==> config.mk <==
export PLATFORM = sky130hd
export DESIGN_NAME = env_shaper
export DESIGN_NICKNAME = d
export VERILOG_FILES = /design/src/rtl/env_shaper_pkg.sv /design/src/rtl/env_rate_div.sv /design/src/rtl/env_curve_div.sv /design/src/rtl/env_stepper.sv /design/src/rtl/env_shaper.sv
export SDC_FILE = /design/constraint.sdc
export NUM_CORES = 1
export LEC_CHECK = 0
export BUFFER_PORTS_ARGS = -buffer_cell sky130_fd_sc_hd__clkbuf_2
export CAP_MARGIN = 0
export CORE_MARGIN = 5
export CORE_UTILIZATION = 40
export DETAILED_ROUTE_END_ITERATION = 7
export GPL_TIMING_DRIVEN = 1
export PLACE_DENSITY = 0.6
export SLEW_MARGIN = 20
export SYNTH_ARGS = -nofsm -noshare
export SYNTH_HDL_FRONTEND = slang
export SYNTH_SLANG_ARGS = --single-unit
==> constraint.sdc <==
create_clock -name clk -period 9.1 [get_ports clk]
set_input_delay 1.82 -clock clk [delete_from_list [all_inputs] [get_ports clk]]
set_output_delay 1.82 -clock clk [all_outputs]
set_load 0.02 [all_outputs]
==> src/rtl/env_shaper_pkg.sv <==
package env_shaper_pkg;

   localparam int LVL_W   = 8;
   localparam int RATE_MIN_W = 15;
   localparam int CURVE_MIN_W = 5;

   typedef enum logic [1:0] {
      STG_ATTACK  = 2'd0,
      STG_DECAY   = 2'd1,
      STG_RELEASE = 2'd2
   } stage_e;

   // Enabled cycles between rate matches for each rate control value.
   function automatic logic [RATE_MIN_W-1:0] rate_period(input logic [3:0] sel);
      logic [RATE_MIN_W-1:0] p;
      unique case (sel)
         4'h0: p = 15'd9;
         4'h1: p = 15'd32;
         4'h2: p = 15'd63;
         4'h3: p = 15'd95;
         4'h4: p = 15'd149;
         4'h5: p = 15'd220;
         4'h6: p = 15'd267;
         4'h7: p = 15'd313;
         4'h8: p = 15'd392;
         4'h9: p = 15'd977;
         4'hA: p = 15'd1954;
         4'hB: p = 15'd3126;
         4'hC: p = 15'd3907;
         4'hD: p = 15'd11720;
         4'hE: p = 15'd19532;
         default: p = 15'd31251;
      endcase
      return p;
   endfunction

   // Rate matches per level step while falling, by level band.
   function automatic logic [CURVE_MIN_W-1:0] curve_period(input logic [LVL_W-1:0] lvl);
      logic [CURVE_MIN_W-1:0] n;
      if (lvl > 8'h5D)       n = 5'd1;
      else if (lvl >= 8'h36) n = 5'd2;
      else if (lvl >= 8'h1A) n = 5'd4;
      else if (lvl >= 8'h0E) n = 5'd8;
      else if (lvl >= 8'h06) n = 5'd16;
      else                   n = 5'd30;
      return n;
   endfunction

endpackage

==> src/rtl/env_rate_div.sv <==
module env_rate_div #(
   parameter int CNT_W = 15
) (
   input  logic             clk,
   input  logic             rst_n,
   input  logic             en_i,
   input  logic [CNT_W-1:0] period_i,
   output logic             hit_o,
   output logic [CNT_W-1:0] cnt_o
);

   logic [CNT_W-1:0] cnt_q;
   logic [CNT_W-1:0] cnt_inc;
   logic             match;

   assign cnt_inc = cnt_q + CNT_W'(1);
   assign match   = (cnt_inc == period_i);
   assign hit_o   = en_i & match;
   assign cnt_o   = cnt_q;

   always_ff @(posedge clk or negedge rst_n) begin
      if (!rst_n) begin
         cnt_q <= '0;
      end else if (en_i) begin
         cnt_q <= match ? '0 : cnt_inc;
      end
   end

endmodule

==> src/rtl/env_curve_div.sv <==
module env_curve_div
   import env_shaper_pkg::*;
#(
   parameter int DIV_W = 5
) (
   input  logic             clk,
   input  logic             rst_n,
   input  logic             rate_hit_i,
   input  logic             bypass_i,
   input  logic [LVL_W-1:0] lvl_i,
   output logic             step_o
);

   logic [DIV_W-1:0] div_q;
   logic [DIV_W-1:0] div_per;
   logic [DIV_W:0]   div_nxt;
   logic             due;

   assign div_per = DIV_W'(curve_period(lvl_i));
   assign div_nxt = {1'b0, div_q} + (DIV_W+1)'(1);
   assign due     = (div_nxt >= {1'b0, div_per});
   assign step_o  = rate_hit_i & (bypass_i | due);

   always_ff @(posedge clk or negedge rst_n) begin
      if (!rst_n) begin
         div_q <= '0;
      end else if (rate_hit_i) begin
         if (bypass_i || due) div_q <= '0;
         else                 div_q <= div_nxt[DIV_W-1:0];
      end
   end

endmodule

==> src/rtl/env_stepper.sv <==
module env_stepper
   import env_shaper_pkg::*;
(
   input  logic             clk,
   input  logic             rst_n,
   input  logic             en_i,
   input  logic             gate_i,
   input  logic             step_i,
   input  logic [3:0]       sus_i,
   output logic [LVL_W-1:0] lvl_o,
   output stage_e           stage_o
);

   logic [LVL_W-1:0] lvl_q, lvl_d, target;
   stage_e           stage_q, stage_d;
   logic             gate_q, rise, fall;

   assign target = {sus_i, sus_i};
   assign rise   = gate_i & ~gate_q;
   assign fall   = ~gate_i & gate_q;

   always_comb begin
      lvl_d   = lvl_q;
      stage_d = stage_q;
      unique case (stage_q)
         STG_ATTACK: begin
            if (lvl_q == 8'hFF) begin
               stage_d = STG_DECAY;
            end else if (step_i) begin
               lvl_d = lvl_q + 8'd1;
               if (lvl_q == 8'hFE) stage_d = STG_DECAY;
            end
         end
         STG_DECAY: begin
            if (step_i && lvl_q != target && lvl_q != 8'h00) lvl_d = lvl_q - 8'd1;
         end
         default: begin
            if (step_i && lvl_q != 8'h00) lvl_d = lvl_q - 8'd1;
         end
      endcase
      if (rise)      stage_d = STG_ATTACK;
      else if (fall) stage_d = STG_RELEASE;
   end

   always_ff @(posedge clk or negedge rst_n) begin
      if (!rst_n) begin
         lvl_q   <= '0;
         stage_q <= STG_RELEASE;
         gate_q  <= 1'b0;
      end else if (en_i) begin
         lvl_q   <= lvl_d;
         stage_q <= stage_d;
         gate_q  <= gate_i;
      end
   end

   assign lvl_o   = lvl_q;
   assign stage_o = stage_q;

endmodule

==> src/rtl/env_shaper.sv <==
module env_shaper
   import env_shaper_pkg::*;
#(
   parameter int CNT_W = 15,
   parameter int DIV_W = 5
) (
   input  logic             clk,
   input  logic             rst_n,
   input  logic             tick_en,
   input  logic             gate,
   input  logic [3:0]       atk_rate,
   input  logic [3:0]       dcy_rate,
   input  logic [3:0]       sus_level,
   input  logic [3:0]       rel_rate,
   output logic [LVL_W-1:0] env_o
);

   localparam int PAD_W = CNT_W - RATE_MIN_W;

   generate
      if (CNT_W < RATE_MIN_W) begin : g_bad_cnt
         $error("CNT_W too narrow for the slowest rate period");
      end
      if (DIV_W < CURVE_MIN_W) begin : g_bad_div
         $error("DIV_W too narrow for the longest curve period");
      end
   endgenerate

   stage_e           stage;
   logic [3:0]       rate_sel;
   logic [CNT_W-1:0] period;
   logic [CNT_W-1:0] rate_cnt;
   logic             rate_hit;
   logic             step;

   always_comb begin
      unique case (stage)
         STG_ATTACK: rate_sel = atk_rate;
         STG_DECAY:  rate_sel = dcy_rate;
         default:    rate_sel = rel_rate;
      endcase
   end

   generate
      if (PAD_W > 0) begin : g_pad
         assign period = {{PAD_W{1'b0}}, rate_period(rate_sel)};
      end else begin : g_exact
         assign period = rate_period(rate_sel);
      end
   endgenerate

   env_rate_div #(.CNT_W(CNT_W)) u_rate (
      .clk     (clk),
      .rst_n   (rst_n),
      .en_i    (tick_en),
      .period_i(period),
      .hit_o   (rate_hit),
      .cnt_o   (rate_cnt)
   );

   env_curve_div #(.DIV_W(DIV_W)) u_curve (
      .clk       (clk),
      .rst_n     (rst_n),
      .rate_hit_i(rate_hit),
      .bypass_i  (stage == STG_ATTACK),
      .lvl_i     (env_o),
      .step_o    (step)
   );

   env_stepper u_step (
      .clk    (clk),
      .rst_n  (rst_n),
      .en_i   (tick_en),
      .gate_i (gate),
      .step_i (step),
      .sus_i  (sus_level),
      .lvl_o  (env_o),
      .stage_o(stage)
   );

endmodule

Word level (Yosys, flattened, before mapping):

Memories as Yosys holds them, arrays and structs flattened.
Cells that the tools add are included.

* flip-flop bits (word level): 31
* ROM bits: 240
* input port bits: 20
* output and inout port bits: 8
* word-level logic and storage cells: 62
* memories: 1

* add/sub/neg operators: 4
* magnitude comparators: 6
* equal/unequal tests: 8
* mux-type cells: 19
* bitwise gates (word level): 7
* reduce and logical (&&, ||, !) cells: 12

Memory list
* (no name shown): depth 16, width 15, read ports 1, clocked after memory_dff 0, write ports 0, line env_shaper_pkg.sv:16 `unique case (sel)`

Operator list (number)
* $mux 8: 4
* $mux 5: 5
* $eq 8x8->1 const B: 2
* $pmux 8 s2: 1
* $add 15x1->15 const B: 1
* $eq 15x15->1: 1
* $mux 15: 1
* $mux 2: 6
* $add 8x1->8 const B: 1
* $ge 8x3->1 const B: 1
* $ge 8x4->1 const B: 1
* $ge 8x5->1 const B: 1
* $ge 8x6->1 const B: 1
* $gt 8x7->1 const B: 1
* $ne 8x8->1: 1
* $pmux 4 s2: 1
* $reduce_bool 4->1: 2
* $reduce_bool 8->1: 1
* $sub 8x1->8 const B: 1
* $add 5x1->6 const B: 1
* $ge 6x5->1: 1
* $reduce_bool 3->1: 2
* $reduce_and 5->1: 1
* $and 1x1->1: 4
* 10 further kinds: 14

Logic depth before layout (Yosys ltp):

* depth in word-level cells: 14
* depth in mapped cells: 15
* depth with buffers taken out: 14

Hierarchy:

Synthesis repeated with hierarchy kept, for this count alone.

* cell total of the unflattened synthesis: 403
* area total of the unflattened synthesis: 3379.5 um^2

Modules (own cells, without submodules)
* env_rate_div: instances 1, cells an instance 168, area an instance 1378.8 um^2, seq. area each 375.4 um^2
* env_stepper: instances 1, cells an instance 93, area an instance 887.1 um^2, seq. area each 276.5 um^2
* env_curve_div: instances 1, cells an instance 69, area an instance 600.6 um^2, seq. area each 125.1 um^2
* env_shaper: instances 1, cells an instance 73, area an instance 513.0 um^2, seq. area each 0.0 um^2

Worst setup path before layout:

No wires, ideal clock.

* path kind: input to register
* start point: input port dcy_rate[0]
* end point: register u_step.lvl_q[2] (netlist: u_step.lvl_o[2])
* library setup time: 0.125 ns
* data arrival time: 4.944 ns
* data required time: 8.975 ns
* path slack: 4.031 ns
* stages: 13
* buffers on the path: 0
* cells stage by stage: mux2_2 -> mux2i_2 -> inv_1 -> ha_1 -> inv_1 -> or3_1 -> a41oi_2 -> xnor2_1 -> a211oi_2 -> nand4_2 -> nor4b_4 -> nand3_4 -> mux2_4

* longest elaborated chain between the ends: 9
* elaborated cells on any way between the ends: 12
* those cells by class: 3 x eq/ne; 1 x mux; 2 x bitwise; 5 x reduce/logical; 1 x memory

RTL lines
* start: declaration: line env_shaper.sv:12 `input logic [3:0] dcy_rate,`
* $pmux 4 s2 *: line env_shaper.sv:37 `unique case (stage)`
* $mem_v2 16x15 *
* $eq 15x15->1 *: line env_rate_div.sv:17 `assign match = (cnt_inc == period_i);`
* $and 1x1->1 *: line env_rate_div.sv:18 `assign hit_o = en_i & match;`
* $and 1x1->1 *: line env_curve_div.sv:22 `assign step_o = rate_hit_i & (bypass_i | due);`
* $logic_and 1x1->1 (2 in a row): line env_stepper.sv:35 `if (step_i && lvl_q != target && lvl_q != 8'h00) lvl_d = lvl_q - 8'd1;`
* $ne 2x1->1 (no source line)
* $reduce_and 5->1 (no source line) *
* end signal: assignment: line env_stepper.sv:51 `lvl_q <= lvl_d;`
* end: declaration: line env_stepper.sv:14 `logic [LVL_W-1:0] lvl_q, lvl_d, target;`

Every way passes the cells marked *; elsewhere a longest branch is shown, timed or not.
A chain may end at the register's enable or synchronous reset.

Worst setup path in the final report:

* start point: input port dcy_rate[1]
* end point: register u_step.lvl_q[2] (netlist: u_step.lvl_o[2])

Same word-level chain as after synthesis.

==> flow_summary.toml <==
[critical_path]
rr_startpoint = "u_step.stage_o[0]"
r2r_setup_slack_ps = 4660
cp_data_arrival_time_ps = 5560
crit_path_start_kind = "input pin"
cp-end-kind = "register"
cp_cell_sequence = "clkbuf_2 -> mux2i_1 -> o21ai_0 -> ha_1 -> inv_1 -> or3_1 -> a41oi_2 -> xnor2_1 -> a211oi_2 -> nand4_2 -> nor4b_4 -> nand3_4 -> mux2_4"
r2r.worst_path.cells = 13
cpMaxStageDelayCell = "o21ai_0"
path_class = "input pin to register"
path_max_fanout = 10
timing.rr.end = "u_step.lvl_o[2]"
cpPeakStageDelay_ps = 850
cp.depth = 13
crit_required_ps = 9270
crit_family = "simple AND/OR/NAND/NOR gates"
path_buf_inv = 2

[floorplan]
die_area_um2 = 10200
pin_count = 28
fp-row-count = 33
die_h_um = 101
dieWidth_um = 101
core_um2 = 8130
initial_core_util = 0.406

[routing]
route.detailed.drc = 0
drt_iter0_drc = 133
dr_total_vias = 2831
ant_nets = 0
drt_wl_total_um = 7790
avgViaCountPerCell = 5.55
first_pass_iters = 4
wl_per_cell_um = 15.3

[synth]
synth.most_common_cell = "inv_1"
synth_edf_count = 0
yosysTopAreaCell = "dfrtp_1"
ys_types = 65
netlist_area_um2 = 3300
synth_cells = 387
synthTopCellsByCount = "33 x inv_1, 30 x dfrtp_1, 28 x nand2_1, 28 x xnor2_1, 26 x ha_1"
synth.top_cell.area_share = 0.228
yosysWarnings = 0
ys_seq_area_frac = 0.235
synthFlopType = "dfrtp_1"
syn-mean-instance-area_um2 = 8.53
synthArstFlopShare = 1.00
ys_ff_latch = 31
syn_nets = 434
synth_area_leaders = "dfrtp_1 23%, ha_1 9.9%, xnor2_1 7.4%"

[placed_design]
place_ws_ps = 3390
io_buffers = 27
gp_congestion = 0.821
dp_hpwl_um = 5840

[cells_and_area]
nNetsFinal = 451
fillers = 792
antenna_cells = 0
drive_gt1_frac = 0.148
area_growth_syn_to_layout_pct = 8.46

[sta]
worst_pin_slew_ps = 1090
timing.fmax_mhz = 186
rsz0062_at_grt = "false"
hold_viol = 0
period_share = 0.592
timing.setup.tns_ps = 0
maxSlewViolCount = 0
setup_viol = 0
max_slew_margin = 0.269
fin_skew_ps = 6.57
setup_ws_ps = 3710
min_period_ps = 5390

[global_routing]
grt_pass1_wl_um = 13100
grt_overflow_total = 0
track_usage = 0.161
antenna_found_initial = 0
grt_pass1_vias = 2686
grt_max_degree = 32

[flow_run]
cap_violations = 0

[power_and_ir_drop]
ir_worst_vdd_mv = 0.0666
p_comb_frac = 0.486
netSwitchingPower_uw = 249
p_per_area_nw_per_um2 = 168
total_leakage_power_uw = 0.00162
p_int_uw = 353
seqPwrFrac = 0.308
p_sw_frac = 0.414
clkPwrFrac = 0.206

[clocking]
cts_hold_buf = 0
numCtsBuffers = 5
postCtsResizedCells = 0
post_cts_buffers = 0
clk_path_buf_depth = 2
tritoncts = "done"
numClockSinks = 31
cts_max_level = 2
clkLatencyLatePin_ps = 290
cts.reportedPaths.clkPinSlew_ps = 70
clockRootBuffer = "clkbuf_8"

[hold_path]
hp-start = "u_rate.cnt_o[7]"
holdPathEnd = "u_rate.cnt_o[7]"
min_delay_path_depth = 2
hold_path_class = "register to register"

[status]
status = "finished, final reports clean"
[routing by layer]
layer,vias to the layer above,global-route usage,routed length [um]
li1,1433,-,-
met4,0,0.0591,163
met2,56,0.251,3560
met3,14,0.0270,247
met1,1328,0.223,3810
met5,-,0,0
[worst max path at each step]
stage / endpoint / from
finish: u_step.lvl_o[2] / dcy_rate[1]
global route: u_step.lvl_o[2] / atk_rate[1]
floorplan: u_step.lvl_o[2] / dcy_rate[0]
global placement: u_step.lvl_o[2] / dcy_rate[1]
CTS: u_step.lvl_o[2] / dcy_rate[1]
detailed placement: u_step.lvl_o[3] / dcy_rate[1]
[layout make-up]
| class | instances | area, um2 | area share |
|---|---|---|---|
| Timing Repair Buffer | 28 | 143 | 0.0399 |
| Clock buffer | 7 | 96.3 | 0.0269 |
| Multi-Input combinational cell | 305 | 2300 | 0.643 |
| Inverter | 33 | 124 | 0.0346 |
| Clock inverter | 1 | 7.51 | 0.00210 |
| Sequential cell | 31 | 777 | 0.217 |
| Tap cell | 105 | 131 | 0.0367 |
[power by group through the flow]
| stage | clock network [uW] | logic [uW] | registers (uW) |
|---|---|---|---|
| 3_3_place_gp | 0 | 289 | 186 |
| 2_1_floorplan | 0 | 246 | 177 |
| 3_5_place_dp | 0 | 291 | 187 |
| 4_1_cts | 126 | 293 | 184 |
| 5_1_grt | 133 | 326 | 188 |
| 6_report | 124 | 292 | 185 |
[metrics by stage]
stage / std cells / utilization / hold WS, ps / cell area [um2] / power, uW
finish: 510 / 0.440 / 535 / 3580 / 602
global route: 510 / 0.440 / 570 / 3580 / 648
CTS: 510 / 0.440 / 544 / 3580 / 604
detailed placement: 502 / 0.427 / 527 / 3470 / 478
global placement: 502 / 0.427 / 513 / 3470 / 475
floorplan: 387 / - / 489 / 3300 / 422
[sequential cells by signal (all words and copies together) (netlist names)]
signal	flops
u_curve.div_q	5
u_step.lvl_o	8
u_step.gate_q	1
u_step.stage_o	2
u_rate.cnt_o	15
[worst min-delay path: stages, from the launching register on]
cell and delay [ps]:
dfrtp_1 380, nand2_1 60, o31ai_1 60
[layout by cell type (no fill, tap or decap), drive strengths merged, types with 4 or more instances in the layout]
cell type,Yosys,routed
nor2,16,16
and2,4,4
xnor2,28,28
nand4,8,8
a211oi,4,4
nor3,15,15
dfrtp,30,30
clkbuf,12,34
nand3,17,17
o31ai,7,7
o2bb2ai,5,5
ha,26,26
mux2i,13,13
o21ai,23,23
nand2,28,28
xor2,5,5
a21o,9,9
mux2,8,8
inv,33,33
nor4,6,6
and3,7,7
a21oi,17,17
nand2b,11,11
[cell families (layout without fill, tap and decap cells)]
logic type | count (synthesis) | in the layout | synth area share
AOI/OAI and AO/OA | 98 | 98 | 0.211
xor gates and xnor gates | 34 | 34 | 0.0944
adders and majority gates | 27 | 27 | 0.105
buffers and inverters | 51 | 69 | 0.0675
DFF | 31 | 31 | 0.235
muxes | 21 | 21 | 0.0747
and+or+nand+nor | 125 | 125 | 0.212
Note: power is estimated with default switching activity, not from simulation.
